### src/rtl/hsdiv_pkg.sv
package hsdiv_pkg;
  localparam int SLICE_W   = 16;
  localparam int BIT_REL   = 0;
  localparam int BIT_EN    = 1;
  localparam int BIT_PIN   = 2;
  localparam int RATIO_LSB = 8;
  localparam int RATIO_MAX_W = SLICE_W - RATIO_LSB;

  function automatic logic [SLICE_W-1:0] used_mask(input int ratio_w);
    logic [SLICE_W-1:0] m;
    m = '0;
    m[BIT_REL] = 1'b1;
    m[BIT_EN]  = 1'b1;
    m[BIT_PIN] = 1'b1;
    for (int b = 0; b < ratio_w; b++) m[RATIO_LSB + b] = 1'b1;
    return m;
  endfunction
endpackage

### src/rtl/hsdiv_ctl_slice.sv
module hsdiv_ctl_slice
  import hsdiv_pkg::*;
#(
  parameter int RATIO_W   = 8,
  parameter int DEF_RATIO = 2
) (
  input  logic               clk,
  input  logic               rst,
  input  logic               wr_full,
  input  logic               wr_ratio,
  input  logic [SLICE_W-1:0] wr_slice,
  output logic [SLICE_W-1:0] slice_q,
  output logic               run_o,
  output logic [RATIO_W-1:0] n_eff_o
);
  localparam logic [SLICE_W-1:0] USED = used_mask(RATIO_W);

  logic               rel_q, en_q, pin_q;
  logic [RATIO_W-1:0] ratio_q;
  logic               unused_rsvd;

  assign unused_rsvd = ^(wr_slice & ~USED);

  always_ff @(posedge clk) begin
    if (rst) begin
      rel_q   <= 1'b0;
      en_q    <= 1'b0;
      pin_q   <= 1'b0;
      ratio_q <= '0;
    end else if (wr_full) begin
      rel_q   <= wr_slice[BIT_REL];
      en_q    <= wr_slice[BIT_EN];
      pin_q   <= wr_slice[BIT_PIN];
      ratio_q <= wr_slice[RATIO_LSB +: RATIO_W];
    end else if (wr_ratio) begin
      ratio_q <= wr_slice[RATIO_LSB +: RATIO_W];
    end
  end

  always_comb begin
    slice_q                        = '0;
    slice_q[BIT_REL]               = rel_q;
    slice_q[BIT_EN]                = en_q;
    slice_q[BIT_PIN]               = pin_q;
    slice_q[RATIO_LSB +: RATIO_W]  = ratio_q;
  end

  assign run_o   = rel_q & en_q;
  assign n_eff_o = pin_q ? ratio_q : RATIO_W'(DEF_RATIO);

  // ratio-only write leaves the control bits alone
  assert_ratio_only_keeps_R5: assert property (@(posedge clk) disable iff (rst)
    (wr_ratio && !wr_full) |=> (slice_q[2:0] == $past(slice_q[2:0])));

  // with no write, the slice holds
  assert_idle_slice_holds_R10: assert property (@(posedge clk) disable iff (rst)
    (!wr_full && !wr_ratio) |=> $stable(slice_q));
endmodule

### src/rtl/hsdiv_accum.sv
module hsdiv_accum #(
  parameter int RATIO_W = 8
) (
  input  logic               clk,
  input  logic               rst,
  input  logic               run,
  input  logic [RATIO_W-1:0] n_eff,
  output logic               pulse_o
);
  localparam int AW = RATIO_W + 1;
  localparam logic [AW-1:0] STEP = AW'(2);

  logic [AW-1:0] acc_q, mod_q, mod_new, sum;
  logic          wrap, pulse_q;

  assign mod_new = {1'b0, n_eff} + STEP;
  assign sum     = acc_q + STEP;
  assign wrap    = (sum >= mod_q);

  always_ff @(posedge clk) begin
    if (rst) begin
      acc_q   <= '0;
      mod_q   <= STEP;
      pulse_q <= 1'b0;
    end else if (!run) begin
      acc_q   <= '0;
      mod_q   <= mod_new;
      pulse_q <= 1'b0;
    end else if (wrap) begin
      acc_q   <= sum - mod_q;
      mod_q   <= mod_new;
      pulse_q <= 1'b1;
    end else begin
      acc_q   <= sum;
      pulse_q <= 1'b0;
    end
  end

  assign pulse_o = pulse_q;

  // phase always stays below the active modulus
  assert_acc_below_mod_R1: assert property (@(posedge clk) disable iff (rst)
    acc_q < mod_q);

  // a stopped channel is silent and its phase is cleared
  assert_stopped_silent_R2: assert property (@(posedge clk) disable iff (rst)
    !run |=> (!pulse_o && acc_q == '0));

  // modulus 2 pulses on every running cycle
  assert_full_rate_R7: assert property (@(posedge clk) disable iff (rst)
    (run && mod_q == STEP) |=> pulse_o);

  // the modulus only moves at a wrap or while stopped
  assert_ratio_hold_R8: assert property (@(posedge clk) disable iff (rst)
    (run && !wrap) |=> $stable(mod_q));
endmodule

### src/rtl/halfstep_clk_div.sv
module halfstep_clk_div
  import hsdiv_pkg::*;
#(
  parameter int NUM_DIV   = 2,
  parameter int RATIO_W   = 8,
  parameter int DEF_RATIO = 2
) (
  input  logic                       clk,
  input  logic                       rst,
  input  logic                       wr_en,
  input  logic                       wr_ratio_only,
  input  logic [NUM_DIV-1:0]         wr_mask,
  input  logic [NUM_DIV*SLICE_W-1:0] wr_data,
  output logic [NUM_DIV*SLICE_W-1:0] rd_data,
  output logic [NUM_DIV-1:0]         clk_en_o
);
  initial begin
    assert (RATIO_W >= 1 && RATIO_W <= RATIO_MAX_W)
      else $error("RATIO_W out of range");
    assert (DEF_RATIO >= 0 && DEF_RATIO < (1 << RATIO_W))
      else $error("DEF_RATIO out of range");
  end

  for (genvar k = 0; k < NUM_DIV; k++) begin : g_ch
    logic               wr_full, wr_ratio, run;
    logic [RATIO_W-1:0] n_eff;
    logic [SLICE_W-1:0] slice_q;

    assign wr_full  = wr_en & wr_mask[k] & ~wr_ratio_only;
    assign wr_ratio = wr_en & wr_mask[k] &  wr_ratio_only;

    hsdiv_ctl_slice #(.RATIO_W(RATIO_W), .DEF_RATIO(DEF_RATIO)) u_ctl (
      .clk      (clk),
      .rst      (rst),
      .wr_full  (wr_full),
      .wr_ratio (wr_ratio),
      .wr_slice (wr_data[k*SLICE_W +: SLICE_W]),
      .slice_q  (slice_q),
      .run_o    (run),
      .n_eff_o  (n_eff)
    );

    hsdiv_accum #(.RATIO_W(RATIO_W)) u_acc (
      .clk     (clk),
      .rst     (rst),
      .run     (run),
      .n_eff   (n_eff),
      .pulse_o (clk_en_o[k])
    );

    assign rd_data[k*SLICE_W +: SLICE_W] = slice_q;
  end

  // no enable pulse in the cycle after reset
  assert_reset_quiet_R9: assert property (@(posedge clk)
    rst |=> (clk_en_o == '0));
endmodule

### config.mk
export PLATFORM = sky130hd
export DESIGN_NAME = halfstep_clk_div
export DESIGN_NICKNAME = d
export VERILOG_FILES = /design/src/rtl/hsdiv_pkg.sv /design/src/rtl/hsdiv_ctl_slice.sv /design/src/rtl/hsdiv_accum.sv /design/src/rtl/halfstep_clk_div.sv
export SDC_FILE = /design/constraint.sdc
export NUM_CORES = 1
export LEC_CHECK = 0
export ABC_CLOCK_PERIOD_IN_PS = 3570
export BUFFER_PORTS_ARGS = -buffer_cell sky130_fd_sc_hd__buf_2
export CORE_UTILIZATION = 55
export DETAILED_ROUTE_END_ITERATION = 8
export PLACE_DENSITY_LB_ADDON = 0.15
export SYNTH_ARGS = -nofsm -noshare
export SYNTH_HDL_FRONTEND = slang
export SYNTH_SLANG_ARGS = --single-unit
export TNS_END_PERCENT = 30
### constraint.sdc
create_clock -name clk -period 3.57 [get_ports clk]
set_input_delay 0.1785 -clock clk [delete_from_list [all_inputs] [get_ports clk]]
set_output_delay 0.1785 -clock clk [all_outputs]
set_load 0.02 [all_outputs]
* After elaboration in Yosys (flattened, before gate mapping)
Cells that the tools add are included.
Word-level totals: register bits after elaboration 60, output and inout bits 34
Operators by class: add/subtract/negate cells 6, order comparisons 2, equal/unequal tests 2, muxes and demuxes 14, bitwise logic cells 11, reductions and logical operators 4
Operators with widths (count):
- 9-bit two-way mux | 6
- 8-bit two-way mux | 6
- 8-bit by 2-bit adder with 9-bit output (second input constant) | 2
- 9-bit by 2-bit adder with 9-bit output (second input constant) | 2
- 9-bit >= comparator | 2
- 9-bit subtractor | 2
- 1-bit AND | 8
- 2-bit != test (second input constant) | 2
- 2-bit nonzero test | 2
- 2-bit OR reduction | 2
- 1-bit inverter | 3
- 1-bit two-way mux | 2

* Depth between registers and ports, before layout
Gate-level depths: netlist (run 1).
word-level depth 4, depth in mapped cells 12, mapped depth without buffers 11

* Cells and area by module
Synthesis (run 1) repeated with hierarchy kept, for this count alone.
Second synthesis, totals: cell total of the unflattened synthesis 461, area, all modules 3975.1 µm²
Modules (own cells, without submodules):
- hsdiv_accum at g_ch[1].u_acc | times used 1, cells each 171, area an instance 1445.1 µm²
- hsdiv_accum at g_ch[0].u_acc | times used 1, cells each 162, area an instance 1361.3 µm²
- hsdiv_ctl_slice | times used 2, cells each 62, area an instance 568.0 µm²
- halfstep_clk_div | times used 1, cells each 4, area an instance 32.5 µm²

* Least setup slack after synthesis (run 1)
OpenSTA, ideal clock, no wires.
kind reg2reg, start register g_ch[1].u_acc.acc_q[1], end register g_ch[1].u_acc.acc_q[5], library setup time 0.127 ns, arrival time 2.360 ns, setup slack 1.084 ns, stages on the path, launching flop included 13, clock period less this slack 2.486 ns, cells stage by stage dfxtp_1 > ha_1 > and3_1 > nand3_1 > xnor2_1 > ha_1 > and3_1 > o31ai_1 > a31o_2 > nand2_2 > buf_4 > mux2i_1 > nor2_1
Between the ends: cells in the longest elaborated chain, start to end 3
Ends and longest elaborated chain:
- start: declaration | line hsdiv_accum.sv:13 | logic [AW-1:0] acc_q, mod_q, mod_new, sum;
- start signal: assignment | line hsdiv_accum.sv:30 | acc_q <= sum - mod_q;
- start signal: assignment | line hsdiv_accum.sv:34 | acc_q <= sum;
- 9-bit by 2-bit adder with 9-bit output * | line hsdiv_accum.sv:17 | assign sum = acc_q + STEP;
- 9-bit subtractor / 9-bit >= comparator (equally long branches) | line hsdiv_accum.sv:30, hsdiv_accum.sv:18
- 9-bit two-way mux * | line hsdiv_accum.sv:29 | end else if (wrap) begin
Mark *: on every way between the ends. The rest lies on a longest branch, timed or not. A chain may end at the register's enable or synchronous reset.

* Final worst setup path (run 1)
start register g_ch[0].u_acc.acc_q[1], end register g_ch[0].u_acc.mod_q[8]
Between the ends: cells in the longest elaborated chain, start to end 3
Ends and longest elaborated chain:
- start: declaration | line hsdiv_accum.sv:13
- start signal: assignment | line hsdiv_accum.sv:30
- start signal: assignment | line hsdiv_accum.sv:34
- 9-bit by 2-bit adder with 9-bit output | line hsdiv_accum.sv:17
- 9-bit >= comparator | line hsdiv_accum.sv:18 | assign wrap = (sum >= mod_q);
- 2-bit != test (no source line)
- end signal: assignment | line hsdiv_accum.sv:27 | mod_q <= mod_new;
- end signal: assignment | line hsdiv_accum.sv:31 | mod_q <= mod_new;
- end: declaration | line hsdiv_accum.sv:13
Every way passes these cells.

==> results of run 1 <==
==> power by group <==
group          leakage (uW)  switching, uW  internal (uW)
Sequential         0.000487           15.6            684
Combinational       0.00112           98.0           65.8
Clock             0.0000983            277            339
==> synthesized netlist by cell type, drive strengths merged, types with 11 or more instances <==
cell type and number:
nor2 35, dfxtp 60, xor2 13, nand2 43
o21ai 11, a21oi 38, and3 12, xnor2 22
nand3 31, inv 23, mux2i 14, buf 25
ha 22
==> metrics by stage <==
stage	hold WS (ns)	power (uW)	instances	setup slack (ns)	cell area (sq um)
finish	0.0756	1480	549	0.699	3960
global route	0.0791	1540	549	0.455	3960
CTS	0.0654	1500	549	0.692	3960
detailed placement	0.431	878	533	0.719	3760
global placement	0.423	875	533	0.743	3760
floorplan	0.315	849	438	1.08	3610
==> state kept, by name, summed over array words and instances, names as in the netlist <==
name                count
g_ch.u_acc.mod_q       18
g_ch.u_ctl.ratio_q     16
g_ch.u_ctl.pin_q        2
g_ch.u_acc.pulse_o      2
g_ch.u_ctl.rel_q        2
g_ch.u_acc.acc_q       18
g_ch.u_ctl.en_q         2
==> worst max-delay path by stage <==
stage / end / start / depth (start not counted) / slack, ns
finish: g_ch[0].u_acc.mod_q[8] / g_ch[0].u_acc.acc_q[1] / 10 / 0.70
global route: g_ch[0].u_acc.mod_q[8] / g_ch[0].u_acc.acc_q[1] / 10 / 0.46
CTS: g_ch[0].u_acc.mod_q[8] / g_ch[0].u_acc.acc_q[1] / 10 / 0.69
detailed placement: g_ch[0].u_acc.mod_q[8] / g_ch[0].u_acc.acc_q[5] / 10 / 0.72
global placement: g_ch[0].u_acc.mod_q[8] / g_ch[0].u_acc.acc_q[1] / 10 / 0.74
floorplan: g_ch[1].u_acc.acc_q[5] / g_ch[1].u_acc.acc_q[1] / 12 / 1.08
==> kinds of logic (layout without fill, tap and decap cells) <==
| family | after synthesis | count (layout) | share of synthesized area |
|---|---|---|---|
| AND/OR/NAND/NOR | 151 | 151 | 0.207 |
| AO/OA/AOI/OAI | 86 | 86 | 0.157 |
| flip-flops | 60 | 60 | 0.336 |
| buffers and inverters | 57 | 91 | 0.0839 |
| XOR/XNOR | 35 | 35 | 0.0856 |
| adder cells (fa/ha/maj) | 24 | 24 | 0.0881 |
| multiplexers | 15 | 15 | 0.0423 |
| other | 1 | 10 | 0.00105 |
==> area by class of cell <==
type / instances / area share
repair buffers: 52 / 0.0664
multi-input cells: 321 / 0.533
inverters: 23 / 0.0218
clock inverters: 6 / 0.0161
well taps: 77 / 0.0243
flip-flops and latches: 60 / 0.303
clock buffers: 10 / 0.0348
==> metal layers <==
metal | wire length (um) | vias to the layer above | track usage
li1 | - | 1541 | -
met1 | 3380 | 1259 | 0.297
met2 | 2780 | 70 | 0.324
met3 | 305 | 11 | 0.0407
met4 | 133 | 0 | 0.103
met5 | 0 | - | 0
==> placed cells by master, fill, tap and decap left out, types with 3 or more instances in the layout <==
cell      netlist  layout
nor2_1         35      35
dfxtp_1        60      60
nand2_1        41      41
clkbuf_8        0      10
conb_1          1      10
nand2b_1        4       4
inv_1          23      23
and2_1          3       3
buf_2           0      51
a31oi_1         6       6
nor3_1          3       3
nor2b_1         3       3
mux2i_1        14      14
nand4_1         4       4
a211oi_1        8       8
xnor2_1        22      22
xor2_1         13      13
nand3_1        31      31
ha_1           22      22
a21oi_1        37      37
and3_1         10      10
nand3b_1        7       7
o21ai_0        11      11
a21o_1          8       8
==> worst max-delay path: stages (launching register included) <==
cell	delay, ns
dfxtp_1	0.37
and3_1	0.17
nand3_1	0.11
xnor2_1	0.28
ha_1	0.36
a21o_1	0.22
a21oi_2	0.18
o211ai_2	0.14
a211oi_4	0.55
nor4_1	0.14
a31o_2	0.24
==> qor.yml, run 1 <==
r2r_cells: 10
critPathKind: "reg -> reg"
final_nets: 529
post_cts.repair.setup_buffers: 0
path_clk_slew_ns: 0.07
first_iter_violations: 114
drv_slew: 0
ys_top_cells_by_area: "dfxtp_1 (34%), ha_1 (7.7%), xnor2_1 (5.4%), a21oi_1 (5.2%), buf_4 (4.4%)"
grt_overflow: 0
insertion_delay_ns: 0.34
netlist_instances: 429
die_w_um: 82.7
tns_ns: 0
pin_count: 72
root_buffer: "clkbuf_8"
cts_resized: 0
rrSetupSlack_ns: 0.70
async_flop_share: 0
critPathMaxFanout: 17
drt.antenna.violating_nets: 0
critPathLaunchType: "register"
r2r-end: "g_ch[0].u_acc.mod_q[8]"
hp-start: "wr_data[31]"
synth-edff-count: 0
fin_util: 0.627
synthDistinctLibCells: 48
required_ns: 3.81
fillers: 557
yosys.area.top_type: "dfxtp_1"
regToRegStartpoint: "g_ch[0].u_acc.acc_q[1]"
skew_ns: 0.00974
avgViaCountPerCell: 5.25
fp-row-count: 29
max_clock_freq_mhz: 348
synth_flop_cell: "dfxtp_1"
p_leak_uw: 0.00170
synth_area_sq_mm: 0.00358
hold_path_class: "in -> reg"
hold_viol: 0
wl_per_cell_um: 12.0
holdPathEnd: "g_ch[1].u_ctl.ratio_q[7]"
cts_tree: "yes"
cts_buffers: 9
wl_um: 6590
yosys_warnings: 0
ff_latch_area_sq_mm: 0.00120
maxCapViolations: 0
ys_ff_latch: 60
grt_max_degree: 41
setup_viol: 0
cts_max_path_buffers: 2
min_period_over_period: 0.804
initial_core_util: 0.567
port_buffers: 51
dr.pass1.iters: 4
hold_path_depth: 3
worstMarginPinSlew_ns: 0.691
ir_drop_v: 0.000252
clock-sinks: 60
arrival_ns: 3.11
slew_headroom: 0.539
drcViolationCount: 0
drive_gt1_frac: 0.174
grtUsageTotal: 0.216
grt_pass1_wl_um: 11200
end_kind: "register"
diodes: 0
rsz0062_at_grt: "false"
multi_input_area_sq_mm: 0.00211
yosysTopAreaCellShare: 0.336
die_h_um: 82.7
p_per_area_mw_per_mm2: 374
grt_pass1_vias: 2595
placeableCoreArea_sq_mm: 0.00631
postCtsHoldBufs: 0
syn_area_per_cell_sq_um: 8.34
status: "complete, no violations"
antenna_found_initial: 0
seq_area_frac_synth: 0.336
place_hpwl_um: 4970
vias: 2881
area_growth_pct: 10.6
cts.htree.levels: 3
routabilityCongestion: 0.838
dieArea_sq_mm: 0.00684
min_period_ns: 2.87
(Power assumes the default switching activity.)
==> run 2, diff against run 1 <==
--- a/config.mk
+++ b/config.mk
@@ -5,9 +5,9 @@
 export SDC_FILE = /design/constraint.sdc
 export NUM_CORES = 1
 export LEC_CHECK = 0
-export ABC_CLOCK_PERIOD_IN_PS = 3570
+export ABC_CLOCK_PERIOD_IN_PS = 2400
 export BUFFER_PORTS_ARGS = -buffer_cell sky130_fd_sc_hd__buf_2
-export CORE_UTILIZATION = 55
+export CORE_UTILIZATION = 50
 export DETAILED_ROUTE_END_ITERATION = 8
 export PLACE_DENSITY_LB_ADDON = 0.15
 export SYNTH_ARGS = -nofsm -noshare
==> constraint.sdc (replaced) <==
create_clock -name clk -period 2.4 [get_ports clk]
set_input_delay 0.12 -clock clk [delete_from_list [all_inputs] [get_ports clk]]
set_output_delay 0.12 -clock clk [all_outputs]
set_load 0.02 [all_outputs]
==> qor.yml, run 2 (synthesis results as in run 1) <==
status: "finished, violations left"
violations: "setup timing"
arrival_ns: 2.72  # -0.39 ns
critical-path-top-delay-family: "compound AO/OA/AOI/OAI gates"
routabilityCongestion: 0.821  # -2.0%
drv_slew: 0  # unchanged
placeableCoreArea_sq_mm: 0.00687  # +8.8%
worstMarginPinSlew_ns: 0.505  # -0.186 ns
worst-path-stages: 11  # +1
rsz0062_at_grt: "true"
wl_per_cell_um: 13.5  # +12%
grt_pass1_wl_um: 14400  # +28%
hold_viol: 0  # unchanged
fp-row-count: 30  # +3.4%
avgViaCountPerCell: 5.23  # -0.27%
cpPeakStageDelay_ns: 0.38  # -0.17 ns
skew_ns: 0.0109  # +0.00119 ns
p_leak_uw: 0.00205  # +20%
hold_path_class: "in -> reg"
insertion_delay_ns: 0.34  # about the same
r2r-end: "g_ch[0].u_acc.mod_q[8]"
final_cell_mix: "dfxtp_1 (52), buf_2 (51), nand2_1 (40), buf_4 (40), a21oi_1 (33)"
dp_slack_ns: -0.141  # -0.860 ns
final_nets: 577  # +9.1%
grt_pass1_vias: 3105  # +20%
min_period_over_period: 1.03  # +0.230
p_per_area_mw_per_mm2: 488  # +31%
path_cells: "and3_4, nand3_4, xnor2_2, ha_1, a21o_1, a21oi_4, o211ai_2, a211oi_4, buf_12, nor4_2, a31o_2"
first_iter_violations: 129  # +13%
critical_path_buf_inv_count: 1  # +1
critPathKind: "reg -> reg"
fin_cells: 616  # +12%
drcViolationCount: 0  # unchanged
dp.cells: 581  # +9.0%
max_clock_freq_mhz: 403  # +16%
placed_cell_area_sq_mm: 0.00405  # +7.9%
required_ns: 2.64  # -1.17 ns
place_hpwl_um: 5590  # +12%
cpMaxStageDelayCell: "dfxtp_4"
cts_max_path_buffers: 2  # unchanged
setup_viol: 25  # +25
critPathLaunchType: "register"
startpoint: "g_ch[0].u_acc.acc_q[1]"
fin_ws_ns: -0.0812  # -0.780 ns
rrSetupSlack_ns: -0.08  # -0.78 ns
port_buffers: 51  # unchanged
critPathMaxFanout: 7  # -10
die_w_um: 86.6  # +4.8%
grt_overflow: 0  # unchanged
slew_headroom: 0.662  # +0.123
cts.htree.levels: 3  # unchanged
regToRegStartpoint: "g_ch[0].u_acc.acc_q[1]"
end_kind: "register"
hold_path_depth: 3  # unchanged
diodes: 0  # unchanged
clock-sinks: 60  # unchanged
grt_max_degree: 40  # -2.4%
ir_drop_v: 0.000417  # +66%
drt.antenna.violating_nets: 0  # unchanged
drive_gt1_frac: 0.337  # +0.163
pin_count: 72  # unchanged
final_common_cell: "dfxtp_1"
wl_um: 8320  # +26%
maxCapViolations: 0  # unchanged
dr.pass1.iters: 4  # unchanged
power_uw: 2290  # +55%
tns_ns: -1.07  # -1.07 ns
final_area_sq_mm: 0.00470  # +19%
grtUsageTotal: 0.241  # +0.0253
root_buffer: "clkbuf_8"
path_clk_slew_ns: 0.08  # about the same
reg_top3: "g_ch.u_acc.acc_q (18), g_ch.u_acc.mod_q (18), g_ch.u_ctl.ratio_q (16)"
area_growth_pct: 31.2
die_h_um: 86.6  # +4.8%
min_period_ns: 2.48  # -0.390 ns
initial_core_util: 0.521  # -0.0459
dieArea_sq_mm: 0.00750  # +9.8%
critical_path.endpoint: "g_ch[0].u_acc.mod_q[8]"
antenna_found_initial: 0  # unchanged
cts_buffers: 9  # unchanged
cts_tree: "yes"
vias: 3224  # +12%
r2r_cells: 11  # +1
-- run 2: cell count changes in the layout (fill, tap and decap cells not counted), sizes merged --
cell,previous run,this run
clkinvlp,2,1
nand2,43,44
buf,52,99
clkbuf,10,11
-- run 2: through the flow --
step	hold slack, ns	utilization
global placement	0.365	0.590
global route	0.0205	0.684
CTS	0.0193	0.673
floorplan	0.256	-
finish	0.0248	0.684
detailed placement	0.370	0.590
-- run 2: tightest hold or removal path, cell delays in order --
cell and delay [ns]:
buf_2 0.10, nand3_1 0.05, a21oi_1 0.05
-- run 2: layout make-up --
cell class | count | area (sq um)
Multi-Input combinational cell | 322 | 2410
Fill cell | 582 | 2170
Sequential cell | 60 | 1220
Timing Repair Buffer | 99 | 654
Clock buffer | 11 | 151
Tap cell | 96 | 120
Inverter | 23 | 86.3
Clock inverter | 5 | 60.1
-- run 2: how the worst min path moves through the flow --
| stage | from | slack (ns) | to |
|---|---|---|---|
| final | wr_data[13] | 0.02 | g_ch[0].u_ctl.ratio_q[5] |
| after floorplan | wr_data[1] | 0.26 | g_ch[0].u_ctl.en_q |
| after global placement | wr_data[16] | 0.37 | g_ch[1].u_ctl.rel_q |
| after CTS | wr_data[16] | 0.02 | g_ch[1].u_ctl.rel_q |
| after global routing | wr_data[13] | 0.02 | g_ch[0].u_ctl.ratio_q[5] |
| after detailed placement | wr_data[2] | 0.37 | g_ch[0].u_ctl.pin_q |
-- run 2: timing repair --
action                     in CTS  in global routing
hold buffers                    0                  0
resized for setup              43                 18
cloned                          3                  0
hold endpoints to repair        0                  0
setup endpoints to repair      36                 34
pin swaps                      30                 11
setup buffers                  16                  1
-- run 2: report_power, final --
part,leakage (uW),switching (uW),internal (uW),total [uW]
Clock,0.000106,424,538,961
Combinational,0.00145,170,122,293
Sequential,0.000492,24.5,1010,1040
-- run 2: layer usage --
metal | part of all wire | up-vias | GRT usage
met5 | 0 | - | 0
met4 | 0.011 | 0 | 0.0697
met3 | 0.046 | 9 | 0.0486
met2 | 0.48 | 85 | 0.400
met1 | 0.46 | 1486 | 0.319
li1 | - | 1644 | -
